--- src/rtl/mdio_pkg.sv ---
package mdio_pkg;

    typedef enum logic [2:0] {
        ST_IDLE,
        ST_SEND,
        ST_TURN,
        ST_RECV,
        ST_TAIL
    } mdio_state_e;

    // host operation codes in the command word
    localparam logic [1:0] CMD_READ   = 2'd1;
    localparam logic [1:0] CMD_WRITE  = 2'd2;
    // operation codes on the wire
    localparam logic [1:0] WIRE_READ  = 2'b10;
    localparam logic [1:0] WIRE_WRITE = 2'b01;

    // bus clocks per MDC half period, rounded up so MDC never exceeds the limit
    function automatic int unsigned half_period(input int unsigned bus_khz,
                                                input int unsigned mdc_khz);
        return (bus_khz + 2 * mdc_khz - 1) / (2 * mdc_khz);
    endfunction

    function automatic int unsigned max4(input int unsigned a, input int unsigned b,
                                         input int unsigned c, input int unsigned d);
        int unsigned m;
        m = a;
        if (b > m) m = b;
        if (c > m) m = c;
        if (d > m) m = d;
        return m;
    endfunction

endpackage

--- src/rtl/mdio_clkgen.sv ---
module mdio_clkgen #(
    parameter int unsigned HALF_0 = 10,
    parameter int unsigned HALF_1 = 14,
    parameter int unsigned HALF_2 = 17,
    parameter int unsigned HALF_3 = 20,
    parameter int unsigned CW     = 5
) (
    input  logic       clk,
    input  logic       rst_n,
    input  logic       run,
    input  logic [1:0] sel,
    output logic       mdc,
    output logic       rise,
    output logic       fall
);

    logic [CW-1:0] cnt;
    logic [CW-1:0] half_m1;
    logic          wrap;

    always_comb begin
        unique case (sel)
            2'd0: half_m1 = CW'(HALF_0 - 1);
            2'd1: half_m1 = CW'(HALF_1 - 1);
            2'd2: half_m1 = CW'(HALF_2 - 1);
            2'd3: half_m1 = CW'(HALF_3 - 1);
            default: half_m1 = CW'(HALF_3 - 1);
        endcase
    end

    assign wrap = run && (cnt == half_m1);
    assign rise = wrap && !mdc;
    assign fall = wrap && mdc;

    always_ff @(posedge clk) begin
        if (!rst_n || !run) begin
            cnt <= '0;
            mdc <= 1'b0;
        end else if (wrap) begin
            cnt <= '0;
            mdc <= ~mdc;
        end else begin
            cnt <= cnt + 1'b1;
        end
    end

endmodule

--- src/rtl/mdio_shift.sv ---
module mdio_shift #(
    parameter int unsigned FRAME_BITS = 64,
    parameter int unsigned DATA_W     = 16,
    parameter int unsigned IW         = $clog2(FRAME_BITS)
) (
    input  logic                  clk,
    input  logic                  rst_n,
    input  logic                  load,
    input  logic [FRAME_BITS-1:0] load_vec,
    input  logic                  adv,
    input  logic                  cap,
    input  logic                  din,
    output logic                  tx_bit,
    output logic [IW-1:0]         idx,
    output logic [DATA_W-1:0]     rx
);

    logic [FRAME_BITS-1:0] sr;

    assign tx_bit = sr[FRAME_BITS-1];

    always_ff @(posedge clk) begin
        if (!rst_n) begin
            sr  <= '0;
            idx <= '0;
        end else if (load) begin
            sr  <= load_vec;
            idx <= '0;
        end else if (adv) begin
            sr  <= {sr[FRAME_BITS-2:0], 1'b0};
            idx <= idx + 1'b1;
        end
    end

    always_ff @(posedge clk) begin
        if (!rst_n)
            rx <= '0;
        else if (cap)
            rx <= {rx[DATA_W-2:0], din};
    end

endmodule

--- src/rtl/mdio_station.sv ---
module mdio_station #(
    parameter int unsigned BUS0_KHZ    = 50000,
    parameter int unsigned BUS1_KHZ    = 66000,
    parameter int unsigned BUS2_KHZ    = 83000,
    parameter int unsigned BUS3_KHZ    = 100000,
    parameter int unsigned MDC_MAX_KHZ = 2500,
    parameter int unsigned PREAMBLE    = 32
) (
    input  logic        clk,
    input  logic        rst_n,
    input  logic        host_wr,
    input  logic [31:0] host_wdata,
    output logic [31:0] host_rdata,
    output logic        mdc,
    output logic        mdio_o,
    output logic        mdio_oe,
    input  logic        mdio_i
);
    import mdio_pkg::*;

    localparam int unsigned ADDR_W     = 5;
    localparam int unsigned DATA_W     = 16;
    localparam int unsigned FRAME_BITS = PREAMBLE + 4 + 2 * ADDR_W + 2 + DATA_W;
    localparam int unsigned IW         = $clog2(FRAME_BITS);
    localparam int unsigned HEAD_LAST  = PREAMBLE + 4 + 2 * ADDR_W - 1;
    localparam int unsigned TA_LAST    = HEAD_LAST + 2;
    localparam int unsigned LAST_BIT   = FRAME_BITS - 1;
    localparam int unsigned HALF_0     = half_period(BUS0_KHZ, MDC_MAX_KHZ);
    localparam int unsigned HALF_1     = half_period(BUS1_KHZ, MDC_MAX_KHZ);
    localparam int unsigned HALF_2     = half_period(BUS2_KHZ, MDC_MAX_KHZ);
    localparam int unsigned HALF_3     = half_period(BUS3_KHZ, MDC_MAX_KHZ);
    localparam int unsigned HALF_MAX   = max4(HALF_0, HALF_1, HALF_2, HALF_3);
    localparam int unsigned CW         = $clog2(HALF_MAX + 1);

    mdio_state_e state, state_nxt;

    logic [31:0]           ctl;
    logic                  err_q;
    logic                  adv_q;
    logic                  rise, fall;
    logic                  tx_bit;
    logic [IW-1:0]         idx;
    logic [DATA_W-1:0]     rx;
    logic                  cmd_ok, accept, start, is_read;
    logic [1:0]            wire_op;
    logic [FRAME_BITS-1:0] frame_vec;

    assign cmd_ok  = (host_wdata[13:12] == CMD_READ) || (host_wdata[13:12] == CMD_WRITE);
    assign accept  = host_wr && (state == ST_IDLE);
    assign start   = accept && cmd_ok;
    assign is_read = (ctl[13:12] == CMD_READ);
    assign wire_op = (host_wdata[13:12] == CMD_READ) ? WIRE_READ : WIRE_WRITE;
    assign frame_vec = {{PREAMBLE{1'b1}}, 2'b01, wire_op,
                        host_wdata[9:5], host_wdata[4:0], 2'b10, host_wdata[31:16]};

    mdio_clkgen #(
        .HALF_0 (HALF_0),
        .HALF_1 (HALF_1),
        .HALF_2 (HALF_2),
        .HALF_3 (HALF_3),
        .CW     (CW)
    ) i_clkgen (
        .clk   (clk),
        .rst_n (rst_n),
        .run   (state != ST_IDLE),
        .sel   (ctl[11:10]),
        .mdc   (mdc),
        .rise  (rise),
        .fall  (fall)
    );

    mdio_shift #(
        .FRAME_BITS (FRAME_BITS),
        .DATA_W     (DATA_W),
        .IW         (IW)
    ) i_shift (
        .clk      (clk),
        .rst_n    (rst_n),
        .load     (start),
        .load_vec (frame_vec),
        .adv      (adv_q),
        .cap      (rise && (state == ST_RECV)),
        .din      (mdio_i),
        .tx_bit   (tx_bit),
        .idx      (idx),
        .rx       (rx)
    );

    // state register
    always_ff @(posedge clk) begin
        if (!rst_n) begin
            state <= ST_IDLE;
            adv_q <= 1'b0;
        end else begin
            state <= state_nxt;
            adv_q <= rise;
        end
    end

    // transitions
    always_comb begin
        state_nxt = state;
        unique case (state)
            ST_IDLE: if (start) state_nxt = ST_SEND;
            ST_SEND: begin
                if (adv_q && idx == IW'(LAST_BIT))
                    state_nxt = ST_TAIL;
                else if (adv_q && is_read && idx == IW'(HEAD_LAST))
                    state_nxt = ST_TURN;
            end
            ST_TURN: if (adv_q && idx == IW'(TA_LAST)) state_nxt = ST_RECV;
            ST_RECV: if (adv_q && idx == IW'(LAST_BIT)) state_nxt = ST_TAIL;
            ST_TAIL: if (fall) state_nxt = ST_IDLE;
            default: state_nxt = ST_IDLE;
        endcase
    end

    // command word and error flag
    always_ff @(posedge clk) begin
        if (!rst_n) begin
            ctl   <= 32'h0000_8000;
            err_q <= 1'b0;
        end else begin
            if (start)
                err_q <= 1'b0;
            else if (rise && state == ST_TURN && idx == IW'(TA_LAST))
                err_q <= mdio_i;

            if (accept) begin
                ctl     <= host_wdata;
                ctl[15] <= !cmd_ok;
                ctl[14] <= 1'b0;
            end else if (state == ST_TAIL && fall) begin
                ctl[15] <= 1'b1;
                ctl[14] <= err_q;
                if (is_read)
                    ctl[31:16] <= rx;
            end
        end
    end

    // outputs
    always_comb begin
        mdio_oe    = (state == ST_SEND);
        mdio_o     = (state == ST_SEND) ? tx_bit : 1'b0;
        host_rdata = ctl;
    end

endmodule

--- config.mk ---
export PLATFORM = sky130hd
export DESIGN_NAME = mdio_station
export DESIGN_NICKNAME = d
export VERILOG_FILES = /design/src/rtl/mdio_pkg.sv /design/src/rtl/mdio_clkgen.sv /design/src/rtl/mdio_shift.sv /design/src/rtl/mdio_station.sv
export SDC_FILE = /design/constraint.sdc
export NUM_CORES = 1
export LEC_CHECK = 0
export CAP_MARGIN = 20
export CORE_UTILIZATION = 50
export CTS_CLUSTER_SIZE = 16
export DETAILED_ROUTE_END_ITERATION = 8
export PLACE_DENSITY = 0.82
export SYNTH_ARGS = -nofsm -noshare
export SYNTH_HDL_FRONTEND = slang
export SYNTH_SLANG_ARGS = --single-unit
--- constraint.sdc ---
create_clock -name clk -period 2 [get_ports clk]
set_input_delay 0.4 -clock clk [delete_from_list [all_inputs] [get_ports clk]]
set_output_delay 0.4 -clock clk [all_outputs]
set_load 0.02 [all_outputs]
==> flow_metrics.tcl, run 1 <==
set metrics [dict create \
    met1_usage_pct 28.6 \
    area_growth_pct 29.3 \
    period_minus_slack_ps 1970 \
    timing.reg2reg.setup_slack_ps 80 \
    synthCells 563 \
    ios 71 \
    grt_max_degree 34 \
    async_reset_ff_share_pct 0 \
    maxClockFrequency_ghz 0.507 \
    rows 37 \
    switchingPower_w 0.00174 \
    die_area_mm2 0.0114 \
    synth_edf_count 0 \
    htree_levels 4 \
    grt_use_total_pct 23.4 \
    layout_commonest_cell "dfxtp_1" \
    diodes 0 \
    yosys-top-cells-area "dfxtp_1, mux2i_1, a211oi_1, nand2_1, nor2_1" \
    switching_share_pct 24.3 \
    avgSynthCellArea_um2 9.77 \
    vias 4365 \
    fp.dieH_um 107 \
    numCtsBuffers 17 \
    fin_skew_ps 11.7 \
    postCtsHoldBufs 0 \
    cts-root-buf "clkbuf_8" \
    rsz0062_at_grt "yes" \
    clkTransAtPathRegs_ps 60 \
    p_leak_nw 2.83 \
    stdcell_count 785 \
    powerDensity_mw_per_mm2 1010 \
    grt_pass1_wl_um 20800 \
    cpPeakStageDelay_ps 530 \
    worstPathArrival_ps 1570 \
    cts_setup_buffers 0 \
    gp_congestion 0.807 \
    ys_seq_area_share_pct 47.0 \
    combPwrFrac_pct 12.5 \
    drive_gt1_share_pct 11.6 \
    wl_per_cell_um 15.9 \
    use_met3_pct 6.26 \
    worst_pin_slew_ps 483 \
    peakVddDrop_uv 728 \
    cp-endpoint "mdio_o" \
    max-slew-margin-rel_pct 67.6 \
    fin_crit_sh_pct 98.6 \
    p_clk_share_pct 47.1 \
    rr_worst_depth 6 \
    hp-class "input port to flip-flop" \
    antenna_left 0 \
    max-cap-violations 0 \
    worstPathMaxFanout 11 \
    p_seq_share_pct 40.4 \
    nets 676 \
    synth_top_area_share_pct 47.0 \
    clock-sinks 129 \
    coreArea_mm2 0.0105 \
    initial_core_util_pct 52.3 \
    grt_use_met2_pct 39.1 \
    timing.hold.ws_ps 299 \
    finalWirelength_um 12500 \
    finalMaxSlewViolations 0 \
    grt_pass1_vias 4305 \
    antenna_found_initial 0 \
    cts.path.max_buffers 2 \
    total_power_w 0.00716 \
    start_kind "flip-flop" \
    rr_endpoint "host_rdata[25]" \
    die_w_um 107 \
    dp_cells 753 \
    cp-end-kind "output port" \
    fin_util_pct 67.7 \
    post_drt_via_cell_ratio 5.56 \
    cpMaxStageDelayCell "dfxtp_1" \
    setup_violations 0 \
    critPathKind "flip-flop to output port" \
    busiest_layer "met2" \
    drc 0 \
    synth_nets 603 \
    cts_tree "done" \
    critPathLaunch "state[1]" \
    yosys_warnings 0 \
    final_hold_viol_count 0 \
    synth.distinct_cells 44 \
    drt_iter0_drc 304 \
    intPower_w 0.00543 \
    ys_ff_latch 129 \
    final_cell_mix "dfxtp_1, mux2i_1, clkdlybuf4s50_1" \
    synth_top_area_cell "dfxtp_1" \
    dpl.hpwl_um 8290 \
    grt.overflow.total 0 \
    synth_area_mm2 0.00550 \
    dr.pass1.iters 4 \
    clock_latency_ps 520 \
    synthFlopType "dfxtp_1" \
    critPathRequiredTime_ps 1600 \
    critical_path.cell_chain "nor2_2, and2_1, clkdlybuf4s15_2" \
    numPortBuffers 68 \
    timing.rr.start "i_clkgen.cnt[1]" \
    outcome "complete, no violations" \
]
-- synthesized netlist by cell type, types with 2 or more instances --
cell type,count
a211oi_1,28
a21boi_0,14
a21boi_1,24
a21oi_1,16
and2_1,15
and4b_1,2
buf_1,2
buf_2,4
buf_6,3
clkbuf_1,32
dfxtp_1,129
ha_1,4
inv_1,20
mux2i_1,80
nand2_1,54
nand2b_1,2
nand3_1,6
nand4_1,5
nor2_1,49
nor2b_1,7
nor3_1,3
o211a_1,14
o21ai_0,5
o21ai_1,2
o221ai_1,14
or2_1,2
or3_1,2
xnor2_1,5
xor2_1,5
-- how the worst min path moves through the flow --
stage / from / to / slack, ps / cells after the start
finish: rst_n / host_rdata[7] / 300 / 2
global route: rst_n / host_rdata[6] / 290 / 2
CTS: rst_n / host_rdata[5] / 280 / 2
detailed placement: host_rdata[14] / host_rdata[14] / 460 / 2
global placement: host_rdata[5] / host_rdata[5] / 450 / 2
floorplan: err_q / host_rdata[14] / 440 / 2
-- routing by layer --
layer	vias to the layer above	share of wire, %
met1	2086	45
li1	2136	-
met2	124	49
met5	-	0
met4	0	1.6
met3	19	4.9
-- stage by stage --
step,area (um2),TNS [ps],setup slack [ps]
after global placement,6420,-11280,-200
after detailed placement,6420,-12540,-252
after CTS,7080,0,4.33
after floorplan,5500,0,70.1
final,7110,0,28.7
after global routing,7110,-40.9,-40.9
-- power by group through the flow --
| stage | clock, W | sequential [W] | combinational (W) |
|---|---|---|---|
| 5_1_grt | 0.00354 | 0.00291 | 0.000975 |
| 3_3_place_gp | 0 | 0.00293 | 0.000851 |
| 3_5_place_dp | 0 | 0.00294 | 0.000877 |
| 4_1_cts | 0.00341 | 0.00289 | 0.000891 |
| 2_1_floorplan | 0 | 0.00299 | 0.000464 |
| 6_report | 0.00337 | 0.00289 | 0.000897 |
-- worst max-delay path, delay by kind of cell (launching register included) --
kind          cells  cell delay (ps)
flops             1              530
simple gates      2              270
buf+inv           1              250
-- cell families (layout without fill, tap and decap cells) --
group	after synthesis	in the layout	synth area share [%]
XOR/XNOR	10	10	1.59
adder cells (fa/ha/maj)	4	4	0.910
AND/OR/NAND/NOR	152	152	12.8
flip-flops	129	129	47.0
AO/OA/AOI/OAI	124	124	17.8
buffers and inverters	63	149	5.17
multiplexers	81	81	14.8
-- cell type report --
cell class / count / area (um2)
clock buffers: 20 / 445
clock inverters: 12 / 205
fillers: 774 / 3400
inverters: 20 / 75.1
multi-input cells: 371 / 2660
flip-flops and latches: 129 / 2590
well taps: 136 / 170
repair buffers: 97 / 967
-- registers in the layout (all words and copies together), names as in the netlist --
| signal | flops |
|---|---|
| i_clkgen.mdc | 1 |
| host_rdata | 32 |
| i_shift.idx | 6 |
| adv_q | 1 |
| err_q | 1 |
| i_shift.rx | 16 |
| i_shift.sr | 64 |
| i_clkgen.cnt | 5 |
| state | 3 |
-- what timing repair did --
item,4_1_cts,5_1_grt
endpoints found under the hold margin,0,0
endpoints found under the setup margin,15,22
cloned,0,0
pin swaps,0,0
resized for setup,8,8
Power figures use the tool's default switching activity.
==> run 2, diff against run 1 <==
--- a/config.mk
+++ b/config.mk
@@ -10,6 +10,7 @@
 export CTS_CLUSTER_SIZE = 16
 export DETAILED_ROUTE_END_ITERATION = 8
 export PLACE_DENSITY = 0.82
+export SLEW_MARGIN = 20
 export SYNTH_ARGS = -nofsm -noshare
 export SYNTH_HDL_FRONTEND = slang
 export SYNTH_SLANG_ARGS = --single-unit
==> constraint.sdc (replaced) <==
create_clock -name clk -period 1.6 [get_ports clk]
set_input_delay 0.32 -clock clk [delete_from_list [all_inputs] [get_ports clk]]
set_output_delay 0.32 -clock clk [all_outputs]
set_load 0.02 [all_outputs]
==> run 2 against run 1 <==
The run now ends with negative setup slack left. Global-route usage increased by 9.1 points. Sequential cell count did not move. Critical path depth is 4 higher. Sequential power is 26% higher. Combinational power is 110% higher. Clock power rose by 20%. Largest cell class unchanged. Design area increased by 20%. Power rose by 33%. Non-clock buffer count increased by 48. Largest power group unchanged. Worst setup slack got worse by 420 ps. Wire length is 64% higher.
==> flow_metrics.tcl, run 2 (synthesis gave the netlist of run 1 again) <==
set metrics [dict create \
    outcome "finished with violations" \
    violations "negative setup slack" \
    maxClockFrequency_ghz 0.503 \
    fin_util_pct 81.4 \
    drc 0 \
    nets 725 \
    clock_latency_ps 550 \
    cpPeakStageDelay_ps 500 \
    p_leak_nw 3.34 \
    worstPathMaxFanout 16 \
    clock-sinks 129 \
    cp-end-kind "flip-flop" \
    antenna_found_initial 0 \
    finalWirelength_um 20400 \
    initial_core_util_pct 52.3 \
    regMostFlops "i_shift.sr" \
    dpl.hpwl_um 8440 \
    post_drt_via_cell_ratio 6.24 \
    timing.reg2reg.setup_slack_ps -390 \
    max-slew-margin-rel_pct 61.4 \
    htree_levels 4 \
    max-cap-violations 0 \
    path_buf_inv 2 \
    powerDensity_mw_per_mm2 1120 \
    dr.pass1.iters 6 \
    fin_tns_setup_ps -19120 \
    largest_register_ffs 64 \
    hp-class "input port to flip-flop" \
    clkTransAtPathRegs_ps 70 \
    area_growth_pct 55.6 \
    grt_pass1_vias 5229 \
    final_cell_mix "dfxtp_1, mux2i_1, nand2_1" \
    start_kind "flip-flop" \
    rr_worst_depth 7 \
    cp_top_family "simple AND/OR/NAND/NOR gates" \
    peakVddDrop_uv 1130 \
    setup_slack_ps -387 \
    fin_crit_sh_pct 124 \
    grt_pass1_wl_um 28000 \
    drive_gt1_share_pct 39.4 \
    rsz0062_at_grt "yes" \
    die_w_um 107 \
    vias 5204 \
    cts-root-buf "clkbuf_8" \
    layout_commonest_cell "dfxtp_1" \
    grt.overflow.total 0 \
    setup_violations 117 \
    grt_use_total_pct 32.5 \
    timing.hold.ws_ps 256 \
    antenna_left 0 \
    gp_congestion 0.826 \
    period_minus_slack_ps 1990 \
    diodes 0 \
    grt_max_degree 59 \
    total_power_w 0.00956 \
    final_hold_viol_count 0 \
    cts_tree "done" \
    cts.path.max_buffers 2 \
    worst_pin_slew_ps 579 \
    worstPathArrival_ps 2470 \
    ios 71 \
    numCtsBuffers 17 \
    critPathKind "flip-flop to flip-flop" \
    fin_skew_ps 8.53 \
    critPathRequiredTime_ps 2080 \
    finalMaxSlewViolations 0 \
    critical_path.cell_chain "or4b_4, o31ai_4, buf_4, o2111ai_4, buf_12, mux2i_1, and2_1" \
    cpMaxStageDelayCell "or4b_4" \
    die_area_mm2 0.0114 \
    drt_iter0_drc 367 \
    fp.dieH_um 107 \
    rows 37 \
    cp.depth 7 \
    hold_depth 4 \
    coreArea_mm2 0.0105 \
    wl_per_cell_um 24.5 \
    numPortBuffers 68 \
]
-- run 2: layer usage --
metal	up-vias	GRT usage [%]	wire, um	part of all wire (%)
met5	-	0	0	0
met2	310	56.0	10200	50
met1	2537	35.1	7250	35
met3	125	9.30	1430	7.0
met4	0	20.2	1500	7.3
li1	2232	-	-	-
-- run 2: per-stage QoR --
step	instances	worst slack (ps)	area [um2]
final	834	-387	8550
after global routing	834	-424	8550
after CTS	825	-240	8130
after detailed placement	775	-557	6610
after global placement	775	-498	6610
after floorplan	563	-193	5570
-- run 2: worst paths after layout --
kind	from	to
max	host_rdata[11]	i_shift.rx[10]
min	rst_n	i_shift.sr[16]
max reg2reg	host_rdata[11]	i_shift.rx[10]
min reg2reg	host_rdata[8]	host_rdata[8]
-- run 2: tightest hold or removal path, stage by stage --
cell     delay (ps)
buf_2           150
nand2_4         110
buf_12          150
nor2_4           30
-- run 2: timing repair --
item,in CTS,in global routing
hold buffers,0,0
gates cloned,14,2
endpoints found under the setup margin,146,138
pin swaps,18,27
setup buffers,6,10
hold endpoints to repair,0,0
resized for setup,206,97
-- run 2: cell type report --
class                   instances  area (um2)
inverters                      20        75.1
flip-flops and latches        129        2600
fillers                       523        1950
well taps                     136         170
repair buffers                145        1650
clock inverters                15         184
multi-input cells             372        3460
clock buffers                  17         414
-- run 2: power by group --
group          switching, W  internal [W]  leakage (nW)
Clock               0.00163       0.00240         0.293
Sequential         0.000186       0.00346          1.06
Combinational      0.000991      0.000894          1.98
Total               0.00281       0.00675          3.34
==> run 3, diff against run 2 <==
--- a/config.mk
+++ b/config.mk
@@ -5,11 +5,12 @@
 export SDC_FILE = /design/constraint.sdc
 export NUM_CORES = 1
 export LEC_CHECK = 0
+export ABC_CLOCK_PERIOD_IN_PS = 1600
 export CAP_MARGIN = 20
 export CORE_UTILIZATION = 50
 export CTS_CLUSTER_SIZE = 16
 export DETAILED_ROUTE_END_ITERATION = 8
-export PLACE_DENSITY = 0.82
+export PLACE_DENSITY_LB_ADDON = 0.05
 export SLEW_MARGIN = 20
 export SYNTH_ARGS = -nofsm -noshare
 export SYNTH_HDL_FRONTEND = slang
==> run 3 against run 2 <==
The flow still finishes with violations (negative setup slack). Non-clock buffer count down 17. Maximum frequency up 9.6%. First-iteration DRC count down 41%. Power down 7.6%. Die area unchanged. Worst setup slack better by 170 ps. Clock skew about the same. Utilization down 8.2 points. Sequential cell count unchanged. Clock power down 3%. Register-to-register slack better by 170 ps. Critical path type unchanged.
==> flow_metrics.tcl, run 3 (synthesis gave the netlist of run 1 again) <==
set metrics [dict create \
    seqCellArea_mm2 0.00260 \
    final_cell_mix "dfxtp_1, mux2i_1, nand2_1" \
    gp_congestion 0.782 \
    post_drt_via_cell_ratio 5.43 \
    numPortBuffers 68 \
    clock_latency_ps 530 \
    fin_skew_ps 8.61 \
    hp-class "input port to flip-flop" \
    rr_worst_depth 7 \
    layout_commonest_cell "dfxtp_1" \
    maxClockFrequency_ghz 0.552 \
    wl_per_cell_um 16.1 \
    path_common_cell "buf_6" \
    finalWirelength_um 13200 \
    die_area_mm2 0.0114 \
    final_area_mm2 0.00770 \
    htree_levels 4 \
    setup_slack_ps -212 \
    cts-root-buf "clkbuf_8" \
    cts_tree "done" \
    grt.overflow.total 0 \
    hold_depth 2 \
    p_leak_nw 3.14 \
    critical_path.cell_chain "or4b_4, o31ai_4, buf_6, buf_6, o21ai_4, or3_1, a21oi_2" \
    start_kind "flip-flop" \
    antenna_found_initial 0 \
    max-cap-violations 0 \
    postCtsHoldBufs 0 \
    multi_input_area_mm2 0.00292 \
    clkTransAtPathRegs_ps 60 \
    nets 708 \
    final_hold_viol_count 0 \
    stdcell_count 816 \
    outcome "finished with violations" \
    fillerInstances 772 \
    grt_pass1_wl_um 20100 \
    fp.dieH_um 107 \
    finalMaxSlewViolations 0 \
    critPathRequiredTime_ps 2060 \
    violations "negative setup slack" \
    ios 71 \
    dr.pass1.iters 4 \
    cts.path.max_buffers 2 \
    rsz0062_at_grt "yes" \
    drive_gt1_share_pct 23.8 \
    dpl.hpwl_um 7790 \
    drt_iter0_drc 215 \
    dp_cells 768 \
    grt_use_total_pct 22.5 \
    regMostFlops "i_shift.sr" \
    worstPathArrival_ps 2270 \
    numCtsBuffers 17 \
    critPathKind "flip-flop to flip-flop" \
    initial_core_util_pct 52.3 \
    clock-sinks 129 \
    max-slew-margin-rel_pct 69.5 \
    cp-end-kind "flip-flop" \
    rows 37 \
    powerDensity_mw_per_mm2 1150 \
    place_area_mm2 0.00659 \
    setup_violations 44 \
    vias 4434 \
    drc 0 \
    diodes 0 \
    period_minus_slack_ps 1810 \
    antenna_left 0 \
    grt_max_degree 45 \
    grt_pass1_vias 4187 \
    worst_pin_slew_ps 458 \
    die_w_um 107 \
    coreArea_mm2 0.0105 \
    peakVddDrop_uv 869 \
    area_growth_pct 40.0 \
    fin_crit_sh_pct 113 \
    worstPathMaxFanout 4 \
    largest_register_ffs 64 \
    cpMaxStageDelayCell "or4b_4" \
    cpPeakStageDelay_ps 530 \
]
[run 3: cell types whose count changed in the layout (fill, tap and decap cells not counted), sizes merged]
cell,change
dlygate4sd2,+5
inv,-4
clkdlybuf4s15,-4
clkinv,-2
clkbuf,+9
bufbuf,-1
buf,-21
[run 3: area by class of cell]
type                            instances  area share (%)
Multi-Input combinational cell        372            37.9
Timing Repair Buffer                  128            17.2
Sequential cell                       129            33.8
Inverter                               20           0.975
Clock buffer                           22            6.14
Tap cell                              136            2.21
Clock inverter                          9            1.69
[run 3: final timing paths]
check	start	end	slack (ps)
max reg2reg	i_clkgen.cnt[1]	err_q	-210
max	i_clkgen.cnt[1]	err_q	-210
min reg2reg	host_rdata[6]	host_rdata[6]	460
min	rst_n	host_rdata[13]	110
[run 3: metrics by stage]
stage | TNS, ps | setup slack (ps) | utilization [%] | hold WS, ps | power (W)
2_1_floorplan | -4610 | -193 | - | 437 | 0.00435
3_3_place_gp | -39920 | -556 | 62.7 | 452 | 0.00478
3_5_place_dp | -42740 | -621 | 62.7 | 456 | 0.00481
4_1_cts | -6910 | -217 | 69.9 | 84.5 | 0.00871
5_1_grt | -9160 | -264 | 73.2 | 114 | 0.00919
6_report | -6670 | -212 | 73.2 | 113 | 0.00883
[run 3: power breakdown]
part           internal, W  total, W  switching, W
Combinational     0.000660   0.00133      0.000675
Clock              0.00253   0.00389       0.00136
Sequential         0.00347   0.00361      0.000143
[run 3: what timing repair did]
action                                 in CTS  in global routing
gates cloned                                1                  7
pin swaps                                  10                  8
setup endpoints to repair                 101                 81
gates resized for setup                    86                 43
endpoints found under the hold margin       0                  0
setup buffers                               4                  5
[run 3: critical path: cells and delay by family (launching register included)]
kind | cells | cell delay, ps
AO/OA/AOI/OAI | 3 | 270
buffers and inverters | 2 | 240
flip-flops | 1 | 330
AND/OR/NAND/NOR | 2 | 890
[run 3: layer usage]
metal  vias up  GRT usage [%]  share of wire [%]  routed length (um)
li1       2202              -                  -                   -
met1      2120           27.6                 45                5960
met2        99           37.4                 49                6490
met3        13           6.50                4.3                 570
met4         0           8.51                1.1                 146
met5         -              0                  0                   0
